--- config.mk ---
export PLATFORM = sky130hd
export DESIGN_NAME = serial_dac_frontend
export DESIGN_NICKNAME = d
export VERILOG_FILES = /design/src/rtl/serial_dac_frontend.sv
export SDC_FILE = /design/constraint.sdc
export NUM_CORES = 1
export LEC_CHECK = 0
export ABC_CLOCK_PERIOD_IN_PS = 1800
export BUFFER_PORTS_ARGS = -buffer_cell sky130_fd_sc_hd__buf_2
export CORE_UTILIZATION = 54
export DETAILED_ROUTE_END_ITERATION = 8
export GPL_TIMING_DRIVEN = 0
export PLACE_DENSITY = 0.76
export SLEW_MARGIN = 25
export SYNTH_ARGS = -nofsm -noshare
export SYNTH_HDL_FRONTEND = slang
export SYNTH_SLANG_ARGS = --single-unit
export TNS_END_PERCENT = 5
--- constraint.sdc ---
create_clock -name clk -period 1.8 [get_ports clk]
set_clock_uncertainty 0.05 [all_clocks]
set_input_delay 0.36 -clock clk [delete_from_list [all_inputs] [get_ports clk]]
set_output_delay 0.36 -clock clk [all_outputs]
set_load 0.03 [all_outputs]
--- src/rtl/serial_dac_frontend.sv ---
module serial_dac_frontend #(
  parameter int WIDTH       = 12,
  parameter int SYNC_STAGES = 2
) (
  input  logic             clk,
  input  logic             rst_n,
  input  logic             ser_clk,
  input  logic             ser_din,
  input  logic             sel_n,
  input  logic             load_n,
  input  logic             clear_n,
  output logic [WIDTH-1:0] dac_code
);

  localparam int LINES = 5;
  localparam logic [LINES-1:0] IDLE_LVL = 5'b01110;

  logic [LINES-1:0] sync_q [SYNC_STAGES];
  logic [LINES-1:0] lines;
  logic             shclk_q;
  logic [WIDTH-1:0] shreg;

  always_ff @(posedge clk or negedge rst_n) begin
    if (!rst_n) begin
      for (int i = 0; i < SYNC_STAGES; i++) sync_q[i] <= IDLE_LVL;
    end else begin
      sync_q[0] <= {ser_din, clear_n, load_n, sel_n, ser_clk};
      for (int i = 1; i < SYNC_STAGES; i++) sync_q[i] <= sync_q[i-1];
    end
  end

  assign lines = sync_q[SYNC_STAGES-1];

  wire din_s  = lines[4];
  wire clr_s  = lines[3];
  wire ld_s   = lines[2];
  wire sel_s  = lines[1];
  wire clk_s  = lines[0];
  wire shclk  = clk_s | sel_s;
  wire rise   = shclk & ~shclk_q;

  always_ff @(posedge clk or negedge rst_n) begin
    if (!rst_n) begin
      shclk_q  <= 1'b1;
      shreg    <= '0;
      dac_code <= '0;
    end else begin
      shclk_q <= shclk;
      if (rise) shreg <= {shreg[WIDTH-2:0], din_s};
      if (!clr_s)     dac_code <= '0;
      else if (!ld_s) dac_code <= shreg;
    end
  end

  AST_SHIFT_ENTRY: assert property (@(posedge clk) disable iff (!rst_n)
    rise |=> shreg[0] == $past(din_s));
  AST_SEL_BLOCKS: assert property (@(posedge clk) disable iff (!rst_n)
    (sel_s && $past(sel_s)) |=> $stable(shreg));
  AST_CLEAR_ZERO: assert property (@(posedge clk) disable iff (!rst_n)
    !clr_s |=> dac_code == '0);
  AST_TRANSPARENT: assert property (@(posedge clk) disable iff (!rst_n)
    (clr_s && !ld_s) |=> dac_code == $past(shreg));
  AST_HOLD: assert property (@(posedge clk) disable iff (!rst_n)
    (clr_s && ld_s) |=> $stable(dac_code));

endmodule

==> run summary <==
TritonCTS built the clock tree. The tools report the sort of element at the start of the critical path as a flop. The mean instance size in the synthesized netlist was 17.2 um^2. Share of cells above drive strength 1: 47.1%. The area growth from synthesis to final layout works out to 14.9%.

After the first detailed-routing iteration, the DRC count stood at 7. The area of the mapped netlist was 0.00130 mm^2; the share of cell area taken by muxes after synthesis was 22.5%. The post-synthesis cell type count was 10.

Counting flops with an async set or reset pin after synthesis yields a share of 100%. Routability-driven placement finished with a final weighted congestion of 0.704. The number of violations of the max-capacitance limit came out at 0.

The sequential cells in the finished layout cover a total of 885 um^2. After Yosys synthesis, XOR and XNOR cells account for 0% of the synthesized area. During placement, the flow inserted port buffers numbering 18.

The initial antenna violation count came out at 0. CTS built an H-tree with a depth of 2. Counting every instance in the synthesized netlist gives 76.

After clock tree synthesis, the clock-pin slew on the worst setup and hold paths is 100 ps. The run gives 1.05 mV as the peak ir drop on the vdd network. At the end of the flow, the number of nets in the layout was 108. The run gives 5 as the number of buffers created by CTS. The commonest cells after synthesis are dfrtp_1 (28), mux2i_1 (12), nor2b_1 (12). The count of endpoints failing hold in the final timing report is 0.

Synthesis inferred 35 register bits. Counting the fill cells in the layout gives 176. The routed layout has 657 vias. The final antenna-violating net count is 0. The library cell occupying the most area in the post-synthesis netlist was dfrtp_1.

STA classifies the critical path endpoint as a flop. The routed design uses 789 um of met2 wire. Of the total synthesized cell area, the portion taken by AND, OR, NAND and NOR gates is 6.24%.

The peak fanout along the critical path came out at 10. Measured against its own limit, the worst slew margin works out to 51.0%. The compound-gate portion of the synthesized area came out at 1.44%. In this run the worst hold path is classified as in -> async. The first-pass GRT wire length is 3.02 mm, and the x dimension of the die is 51.1 um. The floorplan step defined a die boundary enclosing 0.00261 mm^2. The top layer used by detailed routing was met4. The detailed router put a total of 854 um of wire on met1.

Of the total power, the share spent switching nets is 28.1%. The I/O pin total is 19. The number of global-route vias before repair was 652.

In this run the critical register-to-register path is launched from shclk_q$_DFF_PN1_. Total area of multi-input combinational cells: 393 um^2. The cell at the root of the clock tree is clkbuf_4.

The tools report the setup slack after layout as 483 ps. The count of buffers added by post-CTS timing repair for setup was 0. Prior to clock tree synthesis, the placed netlist has a worst setup slack of 482 ps. The tools report the number of nets in the synthesized netlist as 83. After synthesis, the largest family of logic cells by area is multiplexers.

The logs give 0 ps for the setup TNS and 760 MHz for the achievable clock frequency. For the placed wire-length estimate, the log shows 1.18 mm. The library cell with the highest instance count after synthesis was dfrtp_1. The logs give 22.2% for the portion of total power attributed to combinational logic and 0 for the total of cells resized after clock tree synthesis. In this run the core area contains 17 standard-cell rows. The power per cell area came out at 1330 mW/mm^2. Data on the critical path is required at its endpoint by 1980 ps. For the clock share of power, the log shows 23.2%.

Critical path class: reg -> reg. For the worst setup path, the data arrival time is 1490 ps. Average wire per cell in the routed design: 13.8 um. The via count normalized by instance count was 5.05.

The actual slew at the worst max-slew pin is 735 ps, and the global-route usage over all layers is 17.6%. The number of detailed-routing iterations run before antenna repair is 4, and the total internal power is 0.00144 W. Wires add up to 1.80 mm. The clock reaches the later pin of the worst-skew pair after 330 ps. The die is 51.1 um tall. The count of antenna diodes in the layout was 0; the number of enable flip-flop cells after synthesis was 0. Of the total power, registers draw 54.6%. The worst reg-to-reg path cell count came out at 3. Setup violations remaining at the end of the flow were counted as 0. Entering global routing, the biggest net connects 36 pins.

By area the synthesized netlist is led by dfrtp_1 (54%), dfstp_2 (14%), mux2_4 (12%). After clock tree synthesis, the flow added hold-fix buffers numbering 0. Leading register cell type out of synthesis: dfrtp_1.

The tools report the starting density of the core as 58.4%. The run finished with clean final reports. DRC violations left: 0. In this run the static leakage power is 0.765 nW.

The number of warnings issued by yosys came out at 0. Of the synthesized area, sequential elements account for 67.9%. After detailed routing, the met3 layer carries 109 um of wire. Area inside the core boundary: 0.00223 mm^2. The total overflow reported by the global router was 0; the shortest clock period the worst path allows after layout was 1320 ps.

For this design the total switching power over the nets is 0.000560 W. The worst register-to-register path has a setup slack of 480 ps. Setup repair after global routing left no endpoint under its margin.

Post-synthesis share of cell area spent on full adders, half adders and majority gates: 0%. The worst register-to-register path ends at shreg[5]$_DFFE_PN0P_. The clock tree buffer depth was 2. The clock drives 35 sinks. The final-report max-slew violation count was 0; the period utilization was 73.1%. Area share of the largest cell type after synthesis: 53.7%.
-- cell families after synthesis --
group	Yosys count
DFF	35
muxes	24
and+or+nand+nor	13
buffers and inverters	3
AOI/OAI and AO/OA	1
-- worst max-delay path, stage by stage (launching register included) --
cell	delay, ps
dfstp_2	530
o21bai_4	120
buf_6	200
mux2_4	310
-- power by group through the flow --
stage / clock (W) / combinational, W / sequential (W)
floorplan: 0 / 0.000260 / 0.00116
global route: 0.000511 / 0.000478 / 0.00111
CTS: 0.000483 / 0.000452 / 0.00109
finish: 0.000463 / 0.000444 / 0.00109
detailed placement: 0 / 0.000451 / 0.00110
global placement: 0 / 0.000434 / 0.00109
-- layer usage --
metal | GRT usage, % | vias up
li1 | - | 306
met1 | 23.1 | 329
met2 | 24.1 | 17
met3 | 8.93 | 5
met4 | 8.33 | 0
met5 | 0 | -
-- cell type report --
type / instances / area share [%]
well taps: 28 / 2.34
multi-input cells: 38 / 26.2
clock buffers: 8 / 4.59
flip-flops and latches: 35 / 59.1
repair buffers: 18 / 6.02
plain buffers: 3 / 1.75
-- stage by stage --
stage | instance area [um^2] | total power (W) | utilization, % | hold WS (ps) | cells
6_report | 1500 | 0.00200 | 67.1 | 35.4 | 130
2_1_floorplan | 1300 | 0.00142 | - | 14.4 | 76
3_5_place_dp | 1430 | 0.00155 | 64.0 | 288 | 122
5_1_grt | 1500 | 0.00210 | 67.1 | 36.2 | 130
3_3_place_gp | 1430 | 0.00153 | 64.0 | 282 | 122
4_1_cts | 1500 | 0.00203 | 67.1 | 32.7 | 130
-- registers in the layout (all words and copies together) (netlist names) --
signal    cells
sync_q        5
lines         5
shclk_q       1
shreg        12
dac_code     12
-- worst max path at each step --
| stage | startpoint | to | cells after the start |
|---|---|---|---|
| 2_1_floorplan | shclk_q$_DFF_PN1_ | shreg[10]$_DFFE_PN0P_ | 3 |
| 3_3_place_gp | shclk_q$_DFF_PN1_ | shreg[1]$_DFFE_PN0P_ | 3 |
| 3_5_place_dp | shclk_q$_DFF_PN1_ | shreg[8]$_DFFE_PN0P_ | 3 |
| 4_1_cts | dac_code[10]$_DFFE_PN0P_ | dac_code[10] | 1 |
| 5_1_grt | dac_code[2]$_DFFE_PN0P_ | dac_code[2] | 1 |
| 6_report | shclk_q$_DFF_PN1_ | shreg[5]$_DFFE_PN0P_ | 3 |
-- cells in the final DEF (no fill, tap or decap), drive strengths merged --
| master | instances |
|---|---|
| dfrtp | 28 |
| nor2b | 12 |
| or2 | 1 |
| clkbuf | 9 |
| mux2 | 12 |
| dfstp | 7 |
| mux2i | 12 |
| o21bai | 1 |
| buf | 20 |
Note: power is estimated with default switching activity, not from simulation.
